[config.mk]
export PLATFORM = sky130hd
export DESIGN_NAME = pt_walker
export DESIGN_NICKNAME = d
export VERILOG_FILES = /design/src/rtl/pt_walker.sv
export SDC_FILE = /design/constraint.sdc
export NUM_CORES = 1
export LEC_CHECK = 0
export BUFFER_PORTS_ARGS = -buffer_cell sky130_fd_sc_hd__buf_2
export CAP_MARGIN = 20
export CELL_PAD_IN_SITES_DETAIL_PLACEMENT = 1
export CELL_PAD_IN_SITES_GLOBAL_PLACEMENT = 1
export CORE_UTILIZATION = 40
export CTS_CLUSTER_DIAMETER = 60
export DETAILED_ROUTE_END_ITERATION = 8
export PLACE_DENSITY_LB_ADDON = 0.25
export SLEW_MARGIN = 5
export SYNTH_ARGS = -nofsm -noshare
export SYNTH_HDL_FRONTEND = slang
export SYNTH_SLANG_ARGS = --single-unit
[constraint.sdc]
create_clock -name clk -period 6.4 [get_ports clk]
set_input_delay 1.92 -clock clk [delete_from_list [all_inputs] [get_ports clk]]
set_output_delay 1.92 -clock clk [all_outputs]
set_load 0.02 [all_outputs]
[src/rtl/pt_walker.sv]
module pt_walker #(
  parameter int VA_W  = 32,
  parameter int PA_W  = 32,
  parameter int DIR_W = 10,
  parameter int TBL_W = 10
) (
  input  logic            clk,
  input  logic            rst_n,
  input  logic            req_valid,
  output logic            req_ready,
  input  logic [VA_W-1:0] req_vaddr,
  input  logic [PA_W-1:0] req_root,
  output logic            rsp_valid,
  input  logic            rsp_ready,
  output logic            rsp_fault,
  output logic [PA_W-1:0] rsp_paddr,
  output logic            mem_rd_en,
  output logic [PA_W-1:0] mem_rd_addr,
  input  logic            mem_rd_valid,
  input  logic [PA_W-1:0] mem_rd_data
);
  localparam int OFF_W = VA_W - DIR_W - TBL_W;
  localparam int ENT_SH = 2;

  typedef enum logic [2:0] {S_IDLE, S_DIR_RD, S_DIR_WT, S_TBL_RD, S_TBL_WT, S_RESP} st_t;

  st_t             st;
  logic [VA_W-1:0] va_q;
  logic [PA_W-1:0] root_q, tbase_q, paddr_q;
  logic            fault_q;

  logic [DIR_W-1:0] dir_idx;
  logic [TBL_W-1:0] tbl_idx;
  logic [OFF_W-1:0] pg_off;
  logic [PA_W-1:0]  dir_addr, tbl_addr;
  logic             present;

  assign dir_idx = va_q[VA_W-1 -: DIR_W];
  assign tbl_idx = va_q[OFF_W +: TBL_W];
  assign pg_off  = va_q[OFF_W-1:0];

  assign dir_addr = root_q  + {{(PA_W-DIR_W-ENT_SH){1'b0}}, dir_idx, {ENT_SH{1'b0}}};
  assign tbl_addr = tbase_q + {{(PA_W-TBL_W-ENT_SH){1'b0}}, tbl_idx, {ENT_SH{1'b0}}};
  assign present  = mem_rd_data[0];

  assign req_ready   = (st == S_IDLE);
  assign rsp_valid   = (st == S_RESP);
  assign rsp_fault   = fault_q;
  assign rsp_paddr   = paddr_q;
  assign mem_rd_en   = (st == S_DIR_RD) || (st == S_TBL_RD);
  assign mem_rd_addr = (st == S_TBL_RD) ? tbl_addr : dir_addr;

  always_ff @(posedge clk) begin
    if (!rst_n) begin
      st      <= S_IDLE;
      va_q    <= '0;
      root_q  <= '0;
      tbase_q <= '0;
      paddr_q <= '0;
      fault_q <= 1'b0;
    end else begin
      case (st)
        S_IDLE: if (req_valid) begin
          va_q    <= req_vaddr;
          root_q  <= req_root;
          fault_q <= 1'b0;
          paddr_q <= '0;
          st      <= S_DIR_RD;
        end
        S_DIR_RD: st <= S_DIR_WT;
        S_DIR_WT: if (mem_rd_valid) begin
          if (present) begin
            tbase_q <= {mem_rd_data[PA_W-1:OFF_W], {OFF_W{1'b0}}};
            st      <= S_TBL_RD;
          end else begin
            fault_q <= 1'b1;
            st      <= S_RESP;
          end
        end
        S_TBL_RD: st <= S_TBL_WT;
        S_TBL_WT: if (mem_rd_valid) begin
          if (present) paddr_q <= {mem_rd_data[PA_W-1:OFF_W], pg_off};
          else         fault_q <= 1'b1;
          st <= S_RESP;
        end
        S_RESP: if (rsp_ready) st <= S_IDLE;
        default: st <= S_IDLE;
      endcase
    end
  end

  p_busy_after_accept_r8: assert property (@(posedge clk) disable iff (!rst_n)
    req_valid && req_ready |=> !req_ready);

  p_no_accept_with_rsp_r8: assert property (@(posedge clk) disable iff (!rst_n)
    rsp_valid |-> !req_ready);

  p_rsp_hold_r9: assert property (@(posedge clk) disable iff (!rst_n)
    rsp_valid && !rsp_ready |=> rsp_valid && $stable(rsp_paddr) && $stable(rsp_fault));

  p_read_pulse_r10: assert property (@(posedge clk) disable iff (!rst_n)
    mem_rd_en |=> !mem_rd_en);

  p_no_idle_read_r10: assert property (@(posedge clk) disable iff (!rst_n)
    req_ready |-> !mem_rd_en);

  p_fault_no_addr_r6: assert property (@(posedge clk) disable iff (!rst_n)
    rsp_valid && rsp_fault |-> rsp_paddr == '0);

  p_no_read_in_rsp_r7: assert property (@(posedge clk) disable iff (!rst_n)
    rsp_valid |-> !mem_rd_en);
endmodule

# == After elaboration in Yosys (flattened, before gate mapping) ==
# Cells that the tools add are included.
# op_classes
mul,0
reduce_logical,10
add_sub_neg,2
n_div,0
n_lt_le_gt_ge,0
n_eq_ne,12
shifts,0
mux,15
n_bitwise,0
# ops
op,count
32-bit two-way mux,4
32-bit by 12-bit adder with 32-bit output,2
32-bit case mux with 2 select lines,1
3-bit case mux with 6 select lines,1
3-bit two-way mux,5
4-bit AND reduction,3
2-bit inequality test (second input constant),5
3-bit by 2-bit == test with 1-bit output (second input constant),2
3-bit == test (second input constant),2
2-bit by 1-bit inequality test with 1-bit output (second input constant),2
2-bit nonzero test,2
3-bit by 1-bit == test with 1-bit output (second input constant),1
3-bit zero test,1
1-bit two-way mux,3
3-bit AND reduction,1
1-bit case mux with 2 select lines,1
2-bit AND reduction,1
2-bit OR reduction,1
1-bit logical OR,1
# totals
n_memories,0
wordCells,45
romBits,0
output_inout_bits,68
input_bits,101
register_bits,120
ramBits,0
latchBits,0

# == Logic depth before layout (Yosys ltp) ==
# depth
depth_word,4
mapped_depth,8
mapped_depth_nobuf,8

# == Least setup slack after synthesis ==
# No wires, ideal clock.
# synth_path
path_type,reg-to-output
startpoint,register va_q[22]
endpoint,output mem_rd_addr[26]
path_buffers,0
stages_incl_launch_ff,9
t_arrival_ns,2.418
slack_ns,2.062
path_cell_list,dfxtp_1 > ha_1 > fa_1 > a211oi_1 > o21ai_2 > o2111ai_4 > a21oi_1 > xnor2_1 > o21ai_0
# synth_via
elab_chain_cells,2
# synth_rtl
item,line_no,text
start: declaration,28,logic [VA_W-1:0] va_q;
start signal: assignment,64,va_q <= req_vaddr;
32-bit by 12-bit adder with 32-bit output,42,"assign dir_addr = root_q + {{(PA_W-DIR_W-ENT_SH){1'b0}}, dir_idx, {ENT_SH{1'b0}}};"
32-bit two-way mux,51,assign mem_rd_addr = (st == S_TBL_RD) ? tbl_addr : dir_addr;
end: declaration,18,"output logic [PA_W-1:0] mem_rd_addr,"
# Every way passes these cells.

# == Worst setup path after layout ==
# layout_path
startpoint,register va_q[22]
endpoint,output mem_rd_addr[14]
# The elaborated chain is that of the path after synthesis.

==> flow_summary.toml <==
[yosys]
synth_area_um2 = 5790
synth_area_leaders = "dfxtp_1 42%, nand2_1 16%, a21boi_0 13%"
yosysTopAreaCellShare_pct = 41.5
synth_edf_count = 0
synth.most_common_cell = "nand2_1"
ys_types = 48
synth-simple-area-share_pct = 22.3
synthesis.instances = 724
seq_area_frac_synth_pct = 41.5
ys.flop_type = "dfxtp_1"
yosysWarnings = 0
synthTopCellsByCount = "240 x nand2_1, 120 x dfxtp_1, 101 x a21boi_0, 37 x nand3_1, 33 x clkbuf_1"
syn_avg_cell_area_um2 = 7.99
synthAdderAreaFrac_pct = 2.51
syn_nets = 836
synth-compound-area-share_pct = 24.7
synth-seq-cells = 120
yosys-mux-area-fraction_pct = 0.389
synth.largest_area_cell = "dfxtp_1"
synth_top_family_by_area = "compound AO/OA/AOI/OAI gates"
yosys.area_share.xor_xnor_pct = 4.24
async_flop_share_pct = 0

[detailed_routing]
firstDrtPassIters = 4
drc_errors = 0
viasPerCell = 5.20
first_iter_violations = 271
dr_total_vias = 5460
ant_nets = 0
routed_wl_mm = 16.9
wl_per_cell_um = 16.1

[setup_path]
ff2ff_setup_slack_ps = 3610
cp_cell_sequence = "ha_1, fa_1, a211oi_1, o21ai_2, o2111ai_4, a21oi_1, xnor2_1, o21ai_0, buf_2"
crit_type = "flip-flop to output port"
crit_required_ps = 4480
crit_path_top_delay_cell = "fa_1"
cp-endpoint = "mem_rd_addr[14]"
slowest_delay_ps = 440
crit_fanout = 10
r2r-end = "rsp_paddr[27]"
start_kind = "flip-flop"
r2r_cells = 7
cp_top_family = "compound AO/OA/AOI/OAI gates"
cp.buffers_inverters = 1
cp-end-kind = "output port"
cp_num_cells = 9
worstSetupStartpoint = "va_q[22]"
arrival_ps = 3020
reg2reg_from = "st[0]"

[sta]
fin_worst_skew_ps = 4.54
slew_headroom_pct = 31.8
grt_setup_unrepaired = "false"
fin_crit_sh_pct = 77.2
setup_viol = 0
layout_min_cycle_time_ps = 4940
tightestPinTransition_ps = 1020
fmax_mhz = 202
fin_setup_tns_ps = 0
slew_viol_final = 0
hold_violations = 0
timing.final.ws_setup_ps = 1460

[flow_run]
cap_violations = 0

[place]
place_area_um2 = 6630
place_congestion = 0.865
place_ws_ps = 1860
dp_cells = 1016
dp_hpwl_mm = 12.2
numPortBuffers = 157

[clock_network]
insertion_delay_ps = 410
clock_sinks = 120
htreeDepth = 4
cts_root_buf = "clkbuf_16"
cts.repair.resized = 0
cts_tree = "yes"
clockBufferDepth = 2
cts_buffers = 17
clk_pin_slew_ps = 50
cts_setup_buffers = 0
ctsHoldBuffers = 0

[die]
die_y_um = 122
initial_core_util_pct = 41.4
dieArea_um2 = 15000
core-area_um2 = 14000
die_width_um = 122
core.rowCount = 43
ioPinCount = 169

[global_routing]
overflow = 0
grt_max_degree = 67
grt_usage_pct = 23.5
grt_pass1_wl_mm = 27.2
grt_antenna_before_repair = 2
first_global_vias = 5650

[layout]
antennaDiodeCount = 0
drive_gt1_share_pct = 24.4
final_cells = 1049
fillers = 1742
final_area_um2 = 7250
areaGrowthSynthToFinish_pct = 25.2
fin_nets = 968

[hold_path]
holdCritPathClass = "flip-flop to flip-flop"

[power]
powerDensity_nw_per_um2 = 306
peakVddDrop_mv = 0.191
p_leak_nw = 2.93

[status]
status = "finished, final reports clean"
[cells by family after synthesis]
logic type                 count (synthesis)
DFF                                      120
AOI/OAI and AO/OA                        200
and+or+nand+nor                          307
adders and majority gates                 11
buffers and inverters                     56
muxes                                      2
xor gates and xnor gates                  28
[through the flow]
step | total power (W) | util, % | hold slack (ps)
after floorplan | 0.00112 | - | 439
after global placement | 0.00124 | 47.4 | 437
after detailed placement | 0.00126 | 47.4 | 445
after CTS | 0.00223 | 51.6 | 453
after global routing | 0.00232 | 51.8 | 472
final | 0.00221 | 51.8 | 450
[flip-flops by register name, indices dropped and copies added (netlist names)]
signal     count
st             3
va_q          32
root_q        32
rsp_paddr     32
rsp_fault      1
tbase_q       20
[cell usage in the layout (no fill, tap or decap), types with 4 or more instances in the layout]
cell type,synthesis,layout
a21boi_0,101,101
a21boi_1,19,19
a21o_1,4,4
a21oi_1,22,22
and3_1,4,4
buf_2,15,157
buf_4,1,6
clkbuf_1,33,5
clkbuf_16,0,17
dfxtp_1,120,120
ha_1,10,10
inv_1,5,5
nand2_1,240,239
nand3_1,37,37
o21ai_0,29,29
o21ai_1,4,4
xnor2_1,23,23
xor2_1,5,5
[worst min path at each step]
stage	startpoint	depth (start not counted)	endpoint
floorplan	root_q[0]	2	root_q[0]
global placement	rsp_paddr[16]	2	rsp_paddr[16]
detailed placement	rsp_paddr[21]	2	rsp_paddr[21]
CTS	rsp_paddr[21]	2	rsp_paddr[21]
global route	rsp_paddr[13]	2	rsp_paddr[13]
finish	rsp_paddr[13]	2	rsp_paddr[13]
[area by class of cell]
cell class	instances	area, µm²	area share [%]
clock inverter	8	120	1.66
clock buffer	24	472	6.51
timing repair buffer	164	858	11.8
tap	180	225	3.11
sequential	120	2400	33.2
multi-input combinational	548	3150	43.5
inverter	5	18.8	0.259
[tightest hold or removal path, cell delays in order (launching register included)]
cell and delay, ps:
dfxtp_1 300, nand2_1 50, a21boi_1 50
[power breakdown]
group          internal (W)  leakage [nW]  total (W)  switching [W]
logic              0.000140          1.67   0.000402       0.000262
registers          0.000800         0.976   0.000848      0.0000480
clock network      0.000631         0.284   0.000964       0.000333
total               0.00157          2.93    0.00221       0.000643
[routing by layer]
| layer | track usage [%] | part of all wire (%) | up-vias |
|---|---|---|---|
| met1 | 27.9 | 44 | 2611 |
| met4 | 8.77 | 1.6 | 2 |
| met3 | 6.78 | 5.4 | 25 |
| met2 | 40.1 | 49 | 124 |
| met5 | 0 | 0.047 | - |
| li1 | - | - | 2698 |
Note: power is estimated with default switching activity, not from simulation.
